## config.mk

```make
export PLATFORM = sky130hd
export DESIGN_NAME = sdram_bank_decoder
export DESIGN_NICKNAME = d
export VERILOG_FILES = /design/src/rtl/sdram_dec_pkg.sv /design/src/rtl/sdram_bank_match.sv /design/src/rtl/sdram_bank_pick.sv /design/src/rtl/sdram_bank_decoder.sv
export SDC_FILE = /design/constraint.sdc
export NUM_CORES = 1
export LEC_CHECK = 0
export ABC_AREA = 1
export CAP_MARGIN = 0
export CORE_AREA = 2 2 173 107
export DETAILED_ROUTE_END_ITERATION = 7
export DIE_AREA = 0 0 175 109
export PLACE_DENSITY = 0.79
export SLEW_MARGIN = 5
export SYNTH_ARGS = -nofsm -noshare
export SYNTH_HDL_FRONTEND = slang
export SYNTH_HIERARCHICAL = 1
export SYNTH_SLANG_ARGS = --single-unit
```

## constraint.sdc

```tcl
create_clock -name clk -period 5.7 [get_ports clk]
set_input_delay 1.14 -clock clk [delete_from_list [all_inputs] [get_ports clk]]
set_output_delay 1.14 -clock clk [all_outputs]
set_load 0.005 [all_outputs]
```

## src/rtl/sdram_dec_pkg.sv

```systemverilog
package sdram_dec_pkg;
   localparam int unsigned DEF_WORD_W    = 32;
   localparam int unsigned DEF_BASE_LSB  = 23;
   localparam int unsigned DEF_SIZE_LSB  = 17;
   localparam int unsigned DEF_SIZE_W    = 3;
   localparam int unsigned DEF_MIN_LOG2  = 22;
   localparam logic [31:0] DEF_CFG_MASK  = 32'hFFDE_E001;

   // width of an index for n items, never zero
   function automatic int unsigned idx_width(input int unsigned n);
      return (n > 1) ? $clog2(n) : 1;
   endfunction

   // highest size code, kept as a reserved value
   function automatic int unsigned reserved_code(input int unsigned w);
      return (1 << w) - 1;
   endfunction
endpackage

```

## src/rtl/sdram_bank_match.sv

```systemverilog
module sdram_bank_match
   import sdram_dec_pkg::*;
#(
   parameter int unsigned WORD_W   = DEF_WORD_W,
   parameter int unsigned BASE_LSB = DEF_BASE_LSB,
   parameter int unsigned SIZE_LSB = DEF_SIZE_LSB,
   parameter int unsigned SIZE_W   = DEF_SIZE_W,
   parameter int unsigned MIN_LOG2 = DEF_MIN_LOG2,
   parameter logic [WORD_W-1:0] CFG_MASK = WORD_W'(DEF_CFG_MASK)
) (
   input  logic              en,
   input  logic [WORD_W-1:0] cfg,
   input  logic [WORD_W-1:0] addr,
   output logic              match,
   output logic [WORD_W-1:0] offset
);
   localparam int unsigned SUM_W = WORD_W + 1;
   localparam int unsigned RSV   = reserved_code(SIZE_W);

   logic [WORD_W-1:0] kept;
   logic [WORD_W-1:0] start;
   logic [SIZE_W-1:0] code;
   logic [SUM_W-1:0]  limit;
   logic              usable;
   logic              above;
   logic              below;

   always_comb begin
      kept   = cfg & CFG_MASK;
      start  = {kept[WORD_W-1:BASE_LSB], {BASE_LSB{1'b0}}};
      code   = kept[SIZE_LSB +: SIZE_W];
      limit  = {1'b0, start} + (SUM_W'(1) << (MIN_LOG2 + 32'(code)));
      usable = en && kept[0] && (32'(code) != RSV);
      above  = addr >= start;
      below  = {1'b0, addr} < limit;
      match  = usable && above && below;
      offset = addr - start;
   end
endmodule

```

## src/rtl/sdram_bank_pick.sv

```systemverilog
module sdram_bank_pick
   import sdram_dec_pkg::*;
#(
   parameter int unsigned NUM_BANKS = 4,
   parameter int unsigned WORD_W    = DEF_WORD_W,
   localparam int unsigned IDX_W    = idx_width(NUM_BANKS)
) (
   input  logic [NUM_BANKS-1:0]        match,
   input  logic [NUM_BANKS*WORD_W-1:0] offsets,
   output logic                        any,
   output logic [IDX_W-1:0]            idx,
   output logic [NUM_BANKS-1:0]        onehot,
   output logic [WORD_W-1:0]           offset
);
   always_comb begin
      any    = |match;
      idx    = '0;
      onehot = '0;
      offset = '0;
      // walk from the top so the lowest matching bank is written last
      for (int b = NUM_BANKS - 1; b >= 0; b--) begin
         if (match[b]) begin
            idx    = IDX_W'(b);
            onehot = NUM_BANKS'(1) << b;
            offset = offsets[b*WORD_W +: WORD_W];
         end
      end
   end
endmodule

```

## src/rtl/sdram_bank_decoder.sv

```systemverilog
module sdram_bank_decoder
   import sdram_dec_pkg::*;
#(
   parameter int unsigned NUM_BANKS = 4,
   parameter int unsigned WORD_W    = DEF_WORD_W,
   parameter int unsigned BASE_LSB  = DEF_BASE_LSB,
   parameter int unsigned SIZE_LSB  = DEF_SIZE_LSB,
   parameter int unsigned SIZE_W    = DEF_SIZE_W,
   parameter int unsigned MIN_LOG2  = DEF_MIN_LOG2,
   parameter logic [WORD_W-1:0] CFG_MASK = WORD_W'(DEF_CFG_MASK),
   localparam int unsigned IDX_W    = idx_width(NUM_BANKS)
) (
   input  logic                        clk,
   input  logic                        rst_n,
   input  logic                        ctrl_en,
   input  logic [NUM_BANKS*WORD_W-1:0] bank_cfg,
   input  logic                        addr_vld,
   input  logic [WORD_W-1:0]           addr,
   output logic                        dec_vld,
   output logic                        dec_hit,
   output logic                        dec_miss,
   output logic [IDX_W-1:0]            dec_bank,
   output logic [NUM_BANKS-1:0]        dec_onehot,
   output logic [WORD_W-1:0]           dec_offset
);
   localparam int unsigned MAX_SPAN_LOG2 = MIN_LOG2 + reserved_code(SIZE_W) - 1;

   generate
      if (NUM_BANKS < 1)
         $error("sdram_bank_decoder: NUM_BANKS must be at least 1");
      if (SIZE_LSB < 1 || SIZE_LSB + SIZE_W > BASE_LSB)
         $error("sdram_bank_decoder: size field must lie between bit 0 and the base field");
      if (BASE_LSB >= WORD_W)
         $error("sdram_bank_decoder: base field must fit in the word");
      if (MAX_SPAN_LOG2 > WORD_W)
         $error("sdram_bank_decoder: largest bank exceeds the address space");
   endgenerate

   logic [NUM_BANKS-1:0]        match;
   logic [NUM_BANKS*WORD_W-1:0] offsets;
   logic                        any;
   logic [IDX_W-1:0]            pick_idx;
   logic [NUM_BANKS-1:0]        pick_onehot;
   logic [WORD_W-1:0]           pick_offset;

   generate
      for (genvar b = 0; b < NUM_BANKS; b++) begin : g_bank
         sdram_bank_match #(
            .WORD_W  (WORD_W),
            .BASE_LSB(BASE_LSB),
            .SIZE_LSB(SIZE_LSB),
            .SIZE_W  (SIZE_W),
            .MIN_LOG2(MIN_LOG2),
            .CFG_MASK(CFG_MASK)
         ) u_match (
            .en    (ctrl_en),
            .cfg   (bank_cfg[b*WORD_W +: WORD_W]),
            .addr  (addr),
            .match (match[b]),
            .offset(offsets[b*WORD_W +: WORD_W])
         );
      end
   endgenerate

   sdram_bank_pick #(
      .NUM_BANKS(NUM_BANKS),
      .WORD_W   (WORD_W)
   ) u_pick (
      .match  (match),
      .offsets(offsets),
      .any    (any),
      .idx    (pick_idx),
      .onehot (pick_onehot),
      .offset (pick_offset)
   );

   always_ff @(posedge clk) begin
      if (!rst_n) begin
         dec_vld    <= 1'b0;
         dec_hit    <= 1'b0;
         dec_miss   <= 1'b0;
         dec_bank   <= '0;
         dec_onehot <= '0;
         dec_offset <= '0;
      end else begin
         dec_vld    <= addr_vld;
         dec_hit    <= addr_vld && any;
         dec_miss   <= addr_vld && !any;
         dec_bank   <= addr_vld ? pick_idx : '0;
         dec_onehot <= addr_vld ? pick_onehot : '0;
         dec_offset <= addr_vld ? pick_offset : '0;
      end
   end
endmodule

```

# --- Yosys cells after proc, flatten, opt, wreduce, memory -nomap -nowiden ---
# Index checks and enable logic that the tools add are counted.
totals:
  register_bits: 41
  inputBits: 164
  output_inout_bits: 41
  elab_cells: 75
classes:
  add_sub_neg: 12
  n_lt_le_gt_ge: 8
  n_eq_ne: 4
  shift: 4
  muxes: 11
  bitwise: 2
  reduce_logical: 24
ops:
  columns: ["operator", "n"]
  rows:
  - ["adder 32 x 33 -> 33 bit", 4]
  - ["< comparator 32 x 33 -> 1 bit", 4]
  - ["<< shifter 1 x 32 -> 33 bit (first input constant)", 4]
  - ["greater-or-equal comparator 32 bit", 4]
  - ["two-way mux 32 bit", 4]
  - ["subtractor 32 bit", 4]
  - ["adder 5 x 3 -> 6 bit (first input constant)", 4]
  - ["logical AND 1 bit", 18]
  - ["inequality test 3 bit (second input constant)", 4]
  - ["OR reduction 4 bit", 2]
  - ["two-way mux 2 bit", 3]
  - ["OR reduction 5 bit", 1]
  - ["two-way mux 4 bit", 1]
  - ["two-way mux 3 bit", 1]
  - ["OR reduction 3 bit", 1]
  - ["two-way mux 1 bit", 2]
  - ["NOT 1 bit", 2]
  - ["AND reduction 2 bit", 1]
  - ["logical NOT 1 bit", 1]

# --- Longest topological paths before layout ---
depth:
  ltp_word: 9
  ltp_mapped: 29
  depth_no_buf: 27

# --- Cells and area by module ---
# Netlist, hierarchy kept.
modules_own_cells:
  columns: ["module", "instances", "cells_per_inst", "area_per_inst_um2", "seq_area_each_um2"]
  rows:
  - ["sdram_bank_match", 4, 230, 1496.4, 0.0]
  - ["sdram_bank_pick", 1, 264, 1303.8, 0.0]
  - ["sdram_bank_decoder", 1, 126, 1290.0, 820.8]

# --- Least setup slack after synthesis ---
# No wires, ideal clock.
synth_path:
  kind: "input-to-reg"
  startpoint: "in bank_cfg[18]"
  endpoint: "reg dec_offset[12]"
  setup_time_ps: 112
  arrival_time_ps: 4361
  t_required_ps: 5588
  slack_ps: 1228
  path_stages: 28
  path_buffers: 2
  cell_sequence: "inv_2 ha_1 inv_1 nand3_1 nor2_1 ha_1 inv_1 fa_1 nor3_1 nor2_1 nor2_1 nor2_1 nor2_1 nor2_1 xor2_1 ha_1 nand2_1 nand2_1 a21oi_2 buf_6 inv_1 buf_4 nand3_1 nand2_1 inv_1 nand3_1 inv_1 nor2_4"
synth_via:
  elab_chain_len: 6
  elab_cells_between_ends: 9
  classes_between: "add/sub: 2; order compare: 1; eq/ne: 1; shift: 1; mux: 1; reduce/logical: 3"
synth_rtl:
  columns: ["item", "line", "source"]
  rows:
  - ["start, declared", "sdram_bank_decoder.sv:16", "input logic [NUM_BANKS*WORD_W-1:0] bank_cfg,"]
  - ["adder 5 x 3 -> 6 bit", "sdram_bank_match.sv:32", "limit = {1'b0, start} + (SUM_W'(1) << (MIN_LOG2 + 32'(code)));"]
  - ["<< shifter 1 x 32 -> 33 bit", "sdram_bank_match.sv:32", null]
  - ["adder 32 x 33 -> 33 bit", "sdram_bank_match.sv:32", null]
  - ["< comparator 32 x 33 -> 1 bit", "sdram_bank_match.sv:35", "below = {1'b0, addr} < limit;"]
  - ["logical AND 1 bit *", "sdram_bank_match.sv:36", "match = usable && above && below;"]
  - ["via match[0]", "sdram_bank_decoder.sv:39", "logic [NUM_BANKS-1:0] match;"]
  - ["two-way mux 32 bit *", "sdram_bank_pick.sv:22", "if (match[b]) begin"]
  - ["via pick_offset[12]", "sdram_bank_decoder.sv:44", "logic [WORD_W-1:0] pick_offset;"]
  - ["end signal, assigned", "sdram_bank_decoder.sv:91", "dec_offset <= addr_vld ? pick_offset : '0;"]
  - ["end, declared", "sdram_bank_decoder.sv:24", "output logic [WORD_W-1:0] dec_offset"]
# The timed path passes the listed nets; every way through them passes the cells marked *.
# A chain may end at the register's enable or synchronous reset.

# --- Final worst setup path ---
layout_path:
  startpoint: "in bank_cfg[18]"
  endpoint: "reg dec_offset[4]"
# Same word-level chain as after synthesis.

==> flow_summary.toml <==
[global_route]
grt_max_degree = 67
grt-ovfl-total = 0
grt_pass1_wl_mm = 38.7
antenna_found_initial = 0
first_global_vias = 7721
grt.total_usage_pct = 25.1

[pwr]
peakVddDrop_mv = 0.109
switchingPower_uw = 576
intPower_uw = 817
power_frac_comb_pct = 55.2
clockPowerShare_pct = 23.3
power_density_nw_per_um2 = 145
netSwitchingFraction_pct = 41.4
leakage_uw = 0.00456
pwr-share-seq_pct = 21.6
p_total_uw = 1390

[cells_and_area]
final_nets = 1651
diodes = 0
area_growth_syn_to_layout_pct = 12.0
drive_above_1_share_pct = 9.00

[logic_synthesis]
synth_warnings = 6
avgSynthCellArea_um2 = 6.55
syn_area_um2 = 8580
synth_common_cells = "inv_1 (221), nand2_1 (220), nand3_1 (139), ha_1 (136), buf_4 (98)"
yosysTopAreaCell = "ha_1"
synth_seq_cells = 41
synthFlopType = "dfxtp_1"
synth_top_area_share_pct = 19.8
synth.most_common_cell = "inv_1"
synth_area_leaders = "ha_1 (20%), inv_1 (9.7%), nand2_1 (9.6%)"
synth_cell_types = 36
synthArstFlopShare_pct = 0
synth_nets = 1618
synth_edf_count = 0
synth_cells = 1310
yosysSeqAreaShare_pct = 9.57

[timing]
finalCritPeriodShare_pct = 93.9
setup_viol = 0
fin_crit_ps = 5350
relSlewSlack_pct = 42.4
drv_slew = 0
worst_pin_slew_ps = 862
fin_ws_ps = 349
fin_tns_setup_ps = 0
whs_ps = 1720
hold_viol = 0
rsz0062_at_grt = "false"
clock.fmax_mhz = 187

[setup_path]
cp_max_fo = 33
crit_type = "in2reg"
end_kind = "flop"
critPathRequiredTime_ps = 5920
startpoint_type = "input pin"
arrival_ps = 5570

[floorplanning]
initial_core_util_pct = 48.6
fp.coreArea_um2 = 17600
rows = 38
die_area_um2 = 19100
die_w_um = 175
die_h_um = 109
io_pins = 205

[drt]
drtAntennaViolNets = 0
vias_per_cell = 5.32
dr.pass1.iters = 6
drt_iter0_markers = 796
via_count = 8431
wirelength_mm = 24.0
post-route-drc-count = 0
post_drt_wl_per_cell_um = 15.1

[run]
maxCapViolations = 0

[clock_network]
cts_setup_buffers = 0
clk_pin_slew_worst_paths_ps = 60
cts-root-buf = "clkbuf_16"
tritoncts = "yes"
cts_resized = 0
cts_buffers = 5
clockBufferDepth = 2
cts_num_sinks = 41
hold_buffers = 0
cts_max_level = 2

[min_path]
min_path_type = "in2reg"

[placement]
routabilityCongestion = 0.905
post-dp-hpwl_mm = 19.0
portBuffers = 128
preCtsSetupSlack_ps = 9.28

[run_status]
status = "completed"
-- logic make-up after synthesis --
group	synth area share (%)
and+or+nand+nor	32.2
xor gates and xnor gates	5.72
buffers and inverters	20.8
adders and majority gates	21.7
AOI/OAI and AO/OA	9.96
DFF	9.57
-- worst max-delay path, stage by stage --
cell and delay [ps]:
clkdlybuf4s50_1 500, inv_2 100, ha_1 330, inv_2 120, nand3_1 130, nor2_1 130
ha_1 150, inv_1 70, fa_1 430, o21ai_0 250, xnor2_1 100, ha_1 270
nand2_1 70, o21a_1 190, nand2_1 80, nand2_1 50, nand2_1 50, nand2_1 40
nand2_1 100, a21oi_4 130, nor2_4 690, nand3_1 140, nand3_1 140, inv_1 70
nor2_4 90
-- layer usage --
metal / global-route usage (%) / wire [µm] / up-vias
met5: 0 / 0 / -
met4: 2.92 / 157 / 0
li1: - / - / 4271
met3: 3.59 / 2110 / 19
met1: 38.0 / 12000 / 3783
met2: 38.5 / 9680 / 358
-- final cells by class --
type                            count  area [µm²]
Fill cell                        1709        8030
Sequential cell                    41         821
Tap cell                          240         300
Inverter                          226         848
Clock buffer                        5         125
Timing Repair Buffer              151        1470
Clock inverter                      3        46.3
Multi-Input combinational cell    918        6000
-- flip-flops by register name, indices dropped and copies added, names as in the netlist --
name and flops:
dec_offset 32, dec_onehot 4, dec_bank 2, dec_hit 1, dec_miss 1, dec_vld 1
-- stage by stage --
stage | area [µm²] | utilization [%] | cells
floorplan | 8580 | - | 1310
global placement | 9410 | 53.3 | 1575
detailed placement | 9410 | 53.3 | 1575
CTS | 9580 | 54.3 | 1583
global route | 9610 | 54.5 | 1584
finish | 9610 | 54.5 | 1584
-- placed cells by master, fill, tap and decap left out, types with 5 or more instances in the layout --
cell type and instances:
inv_1 220, nand4_1 24, a21oi_2 15, inv_2 6
o21ai_1 8, nor2_1 79, nand3_2 6, ha_1 135
nor3_1 16, a21oi_1 57, xnor2_1 24, xor2_1 32
dfxtp_1 41, a21o_1 12, buf_4 22, nor2_2 44
o21ai_2 8, nand3_1 139, o21ai_0 8, clkbuf_16 5
nand2_1 220, nor4_1 44, clkdlybuf4s50_1 128, nor2_4 6
fa_1 8
-- power groups by stage --
stage	clock (µW)	sequential [µW]	combinational [µW]
after CTS	332	300	750
after detailed placement	0	307	746
after floorplan	0	308	548
final	324	300	768
after global routing	343	301	861
after global placement	0	307	724
-- worst paths after layout --
check,startpoint,cells after the start,endpoint,slack (ps)
worst max-delay path,bank_cfg[18],25,dec_offset[4],350
worst min-delay path,addr[6],5,dec_offset[6],1720
Power figures use the tool's default switching activity.
